<file path="config.mk">
export PLATFORM = sky130hd
export DESIGN_NAME = ctl_decoder
export DESIGN_NICKNAME = d
export VERILOG_FILES = /design/src/rtl/ctl_decoder_pkg.sv /design/src/rtl/ctl_main_dec.sv /design/src/rtl/ctl_alu_dec.sv /design/src/rtl/ctl_pc_sel.sv /design/src/rtl/ctl_decoder.sv
export SDC_FILE = /design/constraint.sdc
export NUM_CORES = 1
export LEC_CHECK = 0
export ABC_AREA = 1
export BUFFER_PORTS_ARGS = -buffer_cell sky130_fd_sc_hd__buf_2
export CAP_MARGIN = 0
export CORE_AREA = 10 10 47 49
export DETAILED_ROUTE_END_ITERATION = 10
export DIE_AREA = 0 0 57 59
export PLACE_DENSITY = 0.51
export SLEW_MARGIN = 25
export SYNTH_ARGS = -nofsm -noshare
export SYNTH_HDL_FRONTEND = slang
export SYNTH_HIERARCHICAL = 1
export SYNTH_SLANG_ARGS = --single-unit
</file>
<file path="constraint.sdc">
create_clock -name vclk -period 1.3
set_input_delay 0.13 -clock vclk [all_inputs]
set_output_delay 0.13 -clock vclk [all_outputs]
set_load 0.005 [all_outputs]
</file>
<file path="src/rtl/ctl_decoder_pkg.sv">
// Package: shared encodings and types for the instruction control decoder.
// Assumes a 32-bit instruction whose operation and function fields are 6 bits.
package ctl_decoder_pkg;

    localparam int OP_W  = 6;
    localparam int FN_W  = 6;
    localparam int ALU_W = 3;

    // Major operation field values
    localparam logic [OP_W-1:0] OP_REG   = 6'b000000;
    localparam logic [OP_W-1:0] OP_LOAD  = 6'b100011;
    localparam logic [OP_W-1:0] OP_STORE = 6'b101011;
    localparam logic [OP_W-1:0] OP_BEQ   = 6'b000100;
    localparam logic [OP_W-1:0] OP_JUMP  = 6'b000010;

    // Function field values for register-to-register instructions
    localparam logic [FN_W-1:0] FN_ADD = 6'b100000;
    localparam logic [FN_W-1:0] FN_SUB = 6'b100010;
    localparam logic [FN_W-1:0] FN_AND = 6'b100100;
    localparam logic [FN_W-1:0] FN_OR  = 6'b100101;
    localparam logic [FN_W-1:0] FN_SLT = 6'b101010;

    // ALU operation codes
    typedef enum logic [ALU_W-1:0] {
        ALU_AND = 3'b000,
        ALU_OR  = 3'b001,
        ALU_ADD = 3'b010,
        ALU_SUB = 3'b110,
        ALU_SLT = 3'b111
    } alu_code_e;

    // How the ALU code is chosen
    typedef enum logic [1:0] {
        AM_ADD   = 2'd0,
        AM_SUB   = 2'd1,
        AM_FIELD = 2'd2
    } alu_mode_e;

    // Controls decided by the major operation field alone
    typedef struct packed {
        logic      reg_wr;
        logic      need_fn;
        logic      dst_rd;
        logic      b_imm;
        logic      mem_wr;
        logic      mem_to_reg;
        logic      sign_ext;
        logic      branch;
        logic      jump;
        alu_mode_e alu_mode;
    } main_ctl_t;

endpackage

</file>
<file path="src/rtl/ctl_main_dec.sv">
// Module: major-field decoder.
// Maps the 6-bit operation field to the controls that do not depend on the
// function field. Unknown encodings produce an all-inactive control set.
// Assumes: purely combinational, no state.
module ctl_main_dec
    import ctl_decoder_pkg::*;
(
    input  logic [OP_W-1:0] op_i,
    output main_ctl_t       ctl_o
);

    // Purpose: select the control set for each recognised operation
    always_comb begin
        ctl_o = '{reg_wr: 1'b0, need_fn: 1'b0, dst_rd: 1'b0, b_imm: 1'b0,
                  mem_wr: 1'b0, mem_to_reg: 1'b0, sign_ext: 1'b0,
                  branch: 1'b0, jump: 1'b0, alu_mode: AM_ADD};
        unique case (op_i)
            OP_REG: begin
                ctl_o.reg_wr   = 1'b1;
                ctl_o.need_fn  = 1'b1;
                ctl_o.dst_rd   = 1'b1;
                ctl_o.alu_mode = AM_FIELD;
            end
            OP_LOAD: begin
                ctl_o.reg_wr     = 1'b1;
                ctl_o.b_imm      = 1'b1;
                ctl_o.mem_to_reg = 1'b1;
                ctl_o.sign_ext   = 1'b1;
            end
            OP_STORE: begin
                ctl_o.mem_wr   = 1'b1;
                ctl_o.b_imm    = 1'b1;
                ctl_o.sign_ext = 1'b1;
            end
            OP_BEQ: begin
                ctl_o.branch   = 1'b1;
                ctl_o.sign_ext = 1'b1;
                ctl_o.alu_mode = AM_SUB;
            end
            OP_JUMP: begin
                ctl_o.jump = 1'b1;
            end
            default: ;
        endcase
    end

endmodule

</file>
<file path="src/rtl/ctl_alu_dec.sv">
// Module: ALU code decoder.
// Produces the 3-bit ALU code from the mode chosen by the major decoder and,
// in field mode, from the function field; flags whether that field is known.
// Assumes: purely combinational; an unknown field yields the add code.
module ctl_alu_dec
    import ctl_decoder_pkg::*;
(
    input  alu_mode_e        mode_i,
    input  logic [FN_W-1:0]  fn_i,
    output logic [ALU_W-1:0] alu_o,
    output logic             fn_ok_o
);

    alu_code_e field_code;
    logic      field_ok;

    // Purpose: decode the function field of register-to-register instructions
    always_comb begin
        field_ok   = 1'b1;
        field_code = ALU_ADD;
        unique case (fn_i)
            FN_ADD:  field_code = ALU_ADD;
            FN_SUB:  field_code = ALU_SUB;
            FN_AND:  field_code = ALU_AND;
            FN_OR:   field_code = ALU_OR;
            FN_SLT:  field_code = ALU_SLT;
            default: field_ok   = 1'b0;
        endcase
    end

    // Purpose: pick the final ALU code from the mode
    always_comb begin
        unique case (mode_i)
            AM_SUB:   alu_o = ALU_SUB;
            AM_FIELD: alu_o = field_code;
            default:  alu_o = ALU_ADD;
        endcase
        fn_ok_o = field_ok;
    end

endmodule

</file>
<file path="src/rtl/ctl_pc_sel.sv">
// Module: next-PC source select.
// The branch target is taken only when a branch is decoded and the ALU
// reports equal operands (zero result of the subtract).
// Assumes: combinational; the zero flag belongs to the current instruction.
module ctl_pc_sel (
    input  logic branch_i,
    input  logic zero_i,
    output logic take_o
);

    // Purpose: gate the branch flag with the compare result
    always_comb begin
        take_o = branch_i & zero_i;
    end

endmodule

</file>
<file path="src/rtl/ctl_decoder.sv">
// Module: top of the single-cycle instruction control decoder.
// Combines the major-field decoder, the ALU code decoder and the PC select.
// Register-to-register instructions with an unknown function field are
// squashed so that no register write takes place.
// Assumes: combinational; fields come straight from the fetched instruction.
module ctl_decoder
    import ctl_decoder_pkg::*;
(
    input  logic [OP_W-1:0]  op_code,
    input  logic [FN_W-1:0]  fn_code,
    input  logic             alu_zero,
    output logic             wr_reg_en,
    output logic             dst_is_rd,
    output logic             alu_b_imm,
    output logic             wr_mem_en,
    output logic             load_to_reg,
    output logic             imm_signed,
    output logic             is_branch,
    output logic             is_jump,
    output logic             pc_take,
    output logic [ALU_W-1:0] alu_op
);

    main_ctl_t main_ctl;
    logic      fn_ok;

    ctl_main_dec u_main (
        .op_i  (op_code),
        .ctl_o (main_ctl)
    );

    ctl_alu_dec u_alu (
        .mode_i  (main_ctl.alu_mode),
        .fn_i    (fn_code),
        .alu_o   (alu_op),
        .fn_ok_o (fn_ok)
    );

    ctl_pc_sel u_pc (
        .branch_i (main_ctl.branch),
        .zero_i   (alu_zero),
        .take_o   (pc_take)
    );

    // Purpose: drive the datapath controls, squashing unknown function codes
    always_comb begin
        wr_reg_en   = main_ctl.reg_wr & (~main_ctl.need_fn | fn_ok);
        dst_is_rd   = main_ctl.dst_rd;
        alu_b_imm   = main_ctl.b_imm;
        wr_mem_en   = main_ctl.mem_wr;
        load_to_reg = main_ctl.mem_to_reg;
        imm_signed  = main_ctl.sign_ext;
        is_branch   = main_ctl.branch;
        is_jump     = main_ctl.jump;
    end

endmodule

</file>
After elaboration in Yosys (flattened, before gate mapping)
Cells that the tools add are included.
{ "word_totals": {"register_bits": 0, "input_bits": 13, "output_inout_bits": 12, "wordCells": 32} }
{ "classes": {"n_eq_ne": 11, "muxes": 12, "bitwise_logic": 4, "n_reduce_logical": 5} }
{ "op_table": {"columns": ["op", "count"], "rows": [
  ["6-bit equality test, second input constant", 7],
  ["3-bit case mux with 4 select lines", 1],
  ["1-bit 2-to-1 mux", 8],
  ["6-bit by 2-bit equality test with 1-bit output, second input constant", 1],
  ["6-bit by 3-bit equality test with 1-bit output, second input constant", 1],
  ["6-bit logical NOT", 1],
  ["3-bit case mux with 2 select lines", 1],
  ["5-bit OR reduction", 1],
  ["2-bit case mux with 2 select lines", 1],
  ["2-bit OR reduction", 2],
  ["3-bit OR reduction", 1],
  ["1-bit bitwise AND", 2],
  ["2-bit by 1-bit equality test with 1-bit output, second input constant", 1],
  ["2-bit equality test, second input constant", 1],
  ["2-bit 2-to-1 mux", 1],
  ["1-bit NOT", 1],
  ["1-bit bitwise OR", 1]
]} }

Logic depth before layout (Yosys ltp)
{ "depth": {"word_depth": 5, "depth_mapped": 9, "depth_no_buf": 9} }

Hierarchy
The synthesis kept the hierarchy.
{ "modules_own_cells": {"columns": ["mod", "n_inst", "cells_each", "area_each_um2", "seq_area_each_um2"], "rows": [
  ["ctl_alu_dec", 1, 29, 158.9, 0.0],
  ["ctl_main_dec", 1, 29, 126.4, 0.0],
  ["ctl_decoder", 1, 3, 16.3, 0.0],
  ["ctl_pc_sel", 1, 2, 7.5, 0.0]
]} }

Worst setup path before layout
Ideal clock, no wire load.
{ "synth_path": {"path_kind": "input to output", "from": "in op_code[4]", "to": "out alu_op[0]", "arrival_time_ns": 1.007, "required_time_ns": 1.170, "path_slack_ns": 0.163, "path_stages": 8, "n_path_buf": 0, "cell_sequence": "nor2_2 nand3_1 inv_1 inv_1 ha_1 inv_1 nand2_1 a21oi_2"} }
{ "synth_rtl": {"columns": ["item", "line_no", "source"], "rows": [
  ["start: declaration", "ctl_decoder.sv:9", "input logic [OP_W-1:0] op_code,"],
  ["end: declaration", "ctl_decoder.sv:21", "output logic [ALU_W-1:0] alu_op"]
]} }

Final worst setup path
{ "layout_path": {"from": "in op_code[4]", "to": "out alu_op[0]"} }
{ "layout_between": {"elab_chain_len": 4, "word_cells_on_any_way": 6, "cone_classes": "eq/ne: 3; mux: 2; reduce/logical: 1"} }
{ "layout_rtl": {"columns": ["item", "line_no", "source"], "rows": [
  ["6-bit by 3-bit equality test with 1-bit output or 6-bit logical NOT (tied branches)", "ctl_main_dec.sv:17", "unique case (op_i)"],
  ["2-bit case mux with 2 select lines *", "ctl_main_dec.sv:17", null],
  ["2-bit equality test or 2-bit by 1-bit equality test with 1-bit output (tied branches)", "ctl_alu_dec.sv:33", "unique case (mode_i)"],
  ["3-bit case mux with 2 select lines *", "ctl_alu_dec.sv:33", null]
]} }
Mark *: on every way between the ends. The rest lies on a longest branch, timed or not.

==> metrics.md <==
| Metric | Value |
|---|---|
| Vias | `456` |
| Number of synthesis warnings | `6` |
| Core area | `1400 um2` |
| Post-Syn Nets | `78` |
| WL final | `1030 um` |
| DR pass1 iterations | `2` |
| IO Pins | `25` |
| Setup Viol. Count Final | `0` |
| Mapped Area | `309 um2` |
| Top cells by area, synth | `inv_1 (21%), nand2_1 (16%), nand3_1 (13%), nor2_1 (11%), a21oi_2 (8.5%)` |
| Kind of critical path | `input pin to output pin` |
| 1st-iter DRT viols | `7` |
| Hold Crit Endpoint | `pc_take` |
| Share of cells above drive strength 1 | `0.589` |
| Most frequent cell after synthesis | `inv_1` |
| Sequential Area | `0 um2` |
| First-pass GRT wire length | `roughly 1800 um` |
| Worst Path Required | `1.17 ns` |
| Row cnt | `14` |
| Unrepaired setup endpoints after global routing | `yes` |
| Synth area leader | `inv_1` |
| Overflow after GRT | `0` |
| Most common library cells after synthesis | `inv_1 (17), nand2_1 (13), nor2_1 (9)` |
| Hold_buf cts | `0` |
| Die Ht | `59 um` |
| Syn Area/Cell | `4.91 um2` |
| Gp weighted congestion | `0.739` |
| Syn Inst Count | `63` |
| Slew Limit Fails | `0` |
| Pre-CTS WS | `-0.119 ns` |
| Final TNS setup | `0 ns` |
| Worst slew pin tran | `0.156 ns` |
| Initial Util | `0.221` |
| Ant diodes | `0` |
| Die ar. | `~3400 um2` |
| Drt drc | `0` |
| Via-to-Cell Ratio | `a little over 4` |
| WL/cell | `9.26 um` |
| ANT nets after route | `0` |
| Hpwl dp | `889 um` |
| Die W | `57 um` |
| PD cells | `174 nW/um2` |
| Fin. Hold Viols | `0` |
| # clk buffers | `0` |
| Post-synthesis cell type count | `12` |
| Status | `finished, final reports clean` |
| Final worst slack | `0.0606 ns` |
| Maximum vdd drop | `between 0.00005 and 0.00006 V` |
| Sequential fraction of the synthesis area | `0` |
| Final worst path period share | `0.953` |
| Port Buf Inserts | `25` |
| Leak | `0.346 nW` |
| Core Util, Final | `0.394` |
| Worst hold stages | `4` |
| Seq_cells | `0` |
| Largest net degree at the start of global routing | `7` |
| Vias in the first global route | `440` |
| Peak Freq | `between 0.8 and 0.9 GHz` |
| Critical Path End Type | `output pin` |
| Slew HR | `0.895` |
| Worst Path Arrival | `1.11 ns` |
| Syn-to-layout area delta | `78.5%` |
| Min-delay src | `alu_zero` |
| Final #Nets | `~110` |
| Maximum fanout along the worst path | `3` |
| Worst min path class | `input pin to output pin` |
| Max-cap violations | `0` |
| Fin crit period | `1.24 ns` |
| Global-route usage over all layers | `0.0577` |
| Initial antenna violation count | `0` |
| Critical path launch point type | `input pin` |
| Top cell type's share of synthesized area | `0.206` |
## per-layer routing
metal	GRT usage	up-vias	share of wire
li1	-	248	-
met1	0.0707	187	0.43
met2	0.0977	21	0.43
met3	0.0236	0	0.15
met4	0	0	0
met5	0	-	0
## final cells by class
cell class                      instances  area (um2)
Fill cell                             169         850
Timing Repair Buffer                   34         193
Multi-Input combinational cell         41         264
Inverter                               20        75.1
Tap cell                               16        20.0
## critical path, cell delays in order
cell     delay, ns
buf_2         0.12
nor2_4        0.14
nand3_2       0.10
inv_2         0.10
ha_4          0.21
inv_2         0.05
nand2_1       0.05
a21oi_2       0.09
buf_2         0.12
## kinds of logic (layout without fill, tap and decap cells)
kind of cell    after synthesis  in the layout  share of synthesized area
simple gates                 35             35                      0.518
buf+inv                      22             54                      0.291
compound gates                4              4                      0.109
fa+ha+maj                     2              2                     0.0810
## per-stage QoR
stage | hold WS, ns | area [um2] | std cells | total power (W)
global placement | 0.507 | 499 | 110 | 0.0000828
CTS | 0.509 | 524 | 110 | 0.0000890
detailed placement | 0.508 | 499 | 110 | 0.0000840
global route | 0.582 | 552 | 111 | 0.000109
floorplan | 0.332 | 309 | 63 | 0.0000358
finish | 0.505 | 552 | 111 | 0.0000963
## placed cells by master, fill, tap and decap left out, drive strengths merged
cell / instances
a21oi: 3
buf: 34
ha: 2
inv: 20
nand2: 13
nand3: 8
nand3b: 1
nor2: 13
o211ai: 1
## repair_timing
action / CTS / global route
pin swaps: 2 / 3
buffers inserted: 0 / 1
setup endpoints to repair: 2 / 3
gates cloned: 0 / 0
gates resized for setup: 5 / 10
## how the worst max path moves through the flow
stage | startpoint | cells past startpoint | slack, ns | to
2_1_floorplan | op_code[4] | 8 | 0.16 | alu_op[0]
3_3_place_gp | op_code[4] | 10 | -0.12 | alu_op[0]
5_1_grt | op_code[4] | 9 | -0.02 | alu_op[0]
6_report | op_code[4] | 9 | 0.06 | alu_op[0]
3_5_place_dp | op_code[4] | 10 | -0.12 | alu_op[0]
4_1_cts | op_code[5] | 9 | 0.01 | alu_op[0]
## power breakdown
| group | internal (W) | switching, W |
|---|---|---|
| Sequential | 0 | 0 |
| Clock | 0 | 0 |
| Combinational | 0.0000451 | 0.0000511 |
Note: power is estimated with default switching activity, not from simulation.
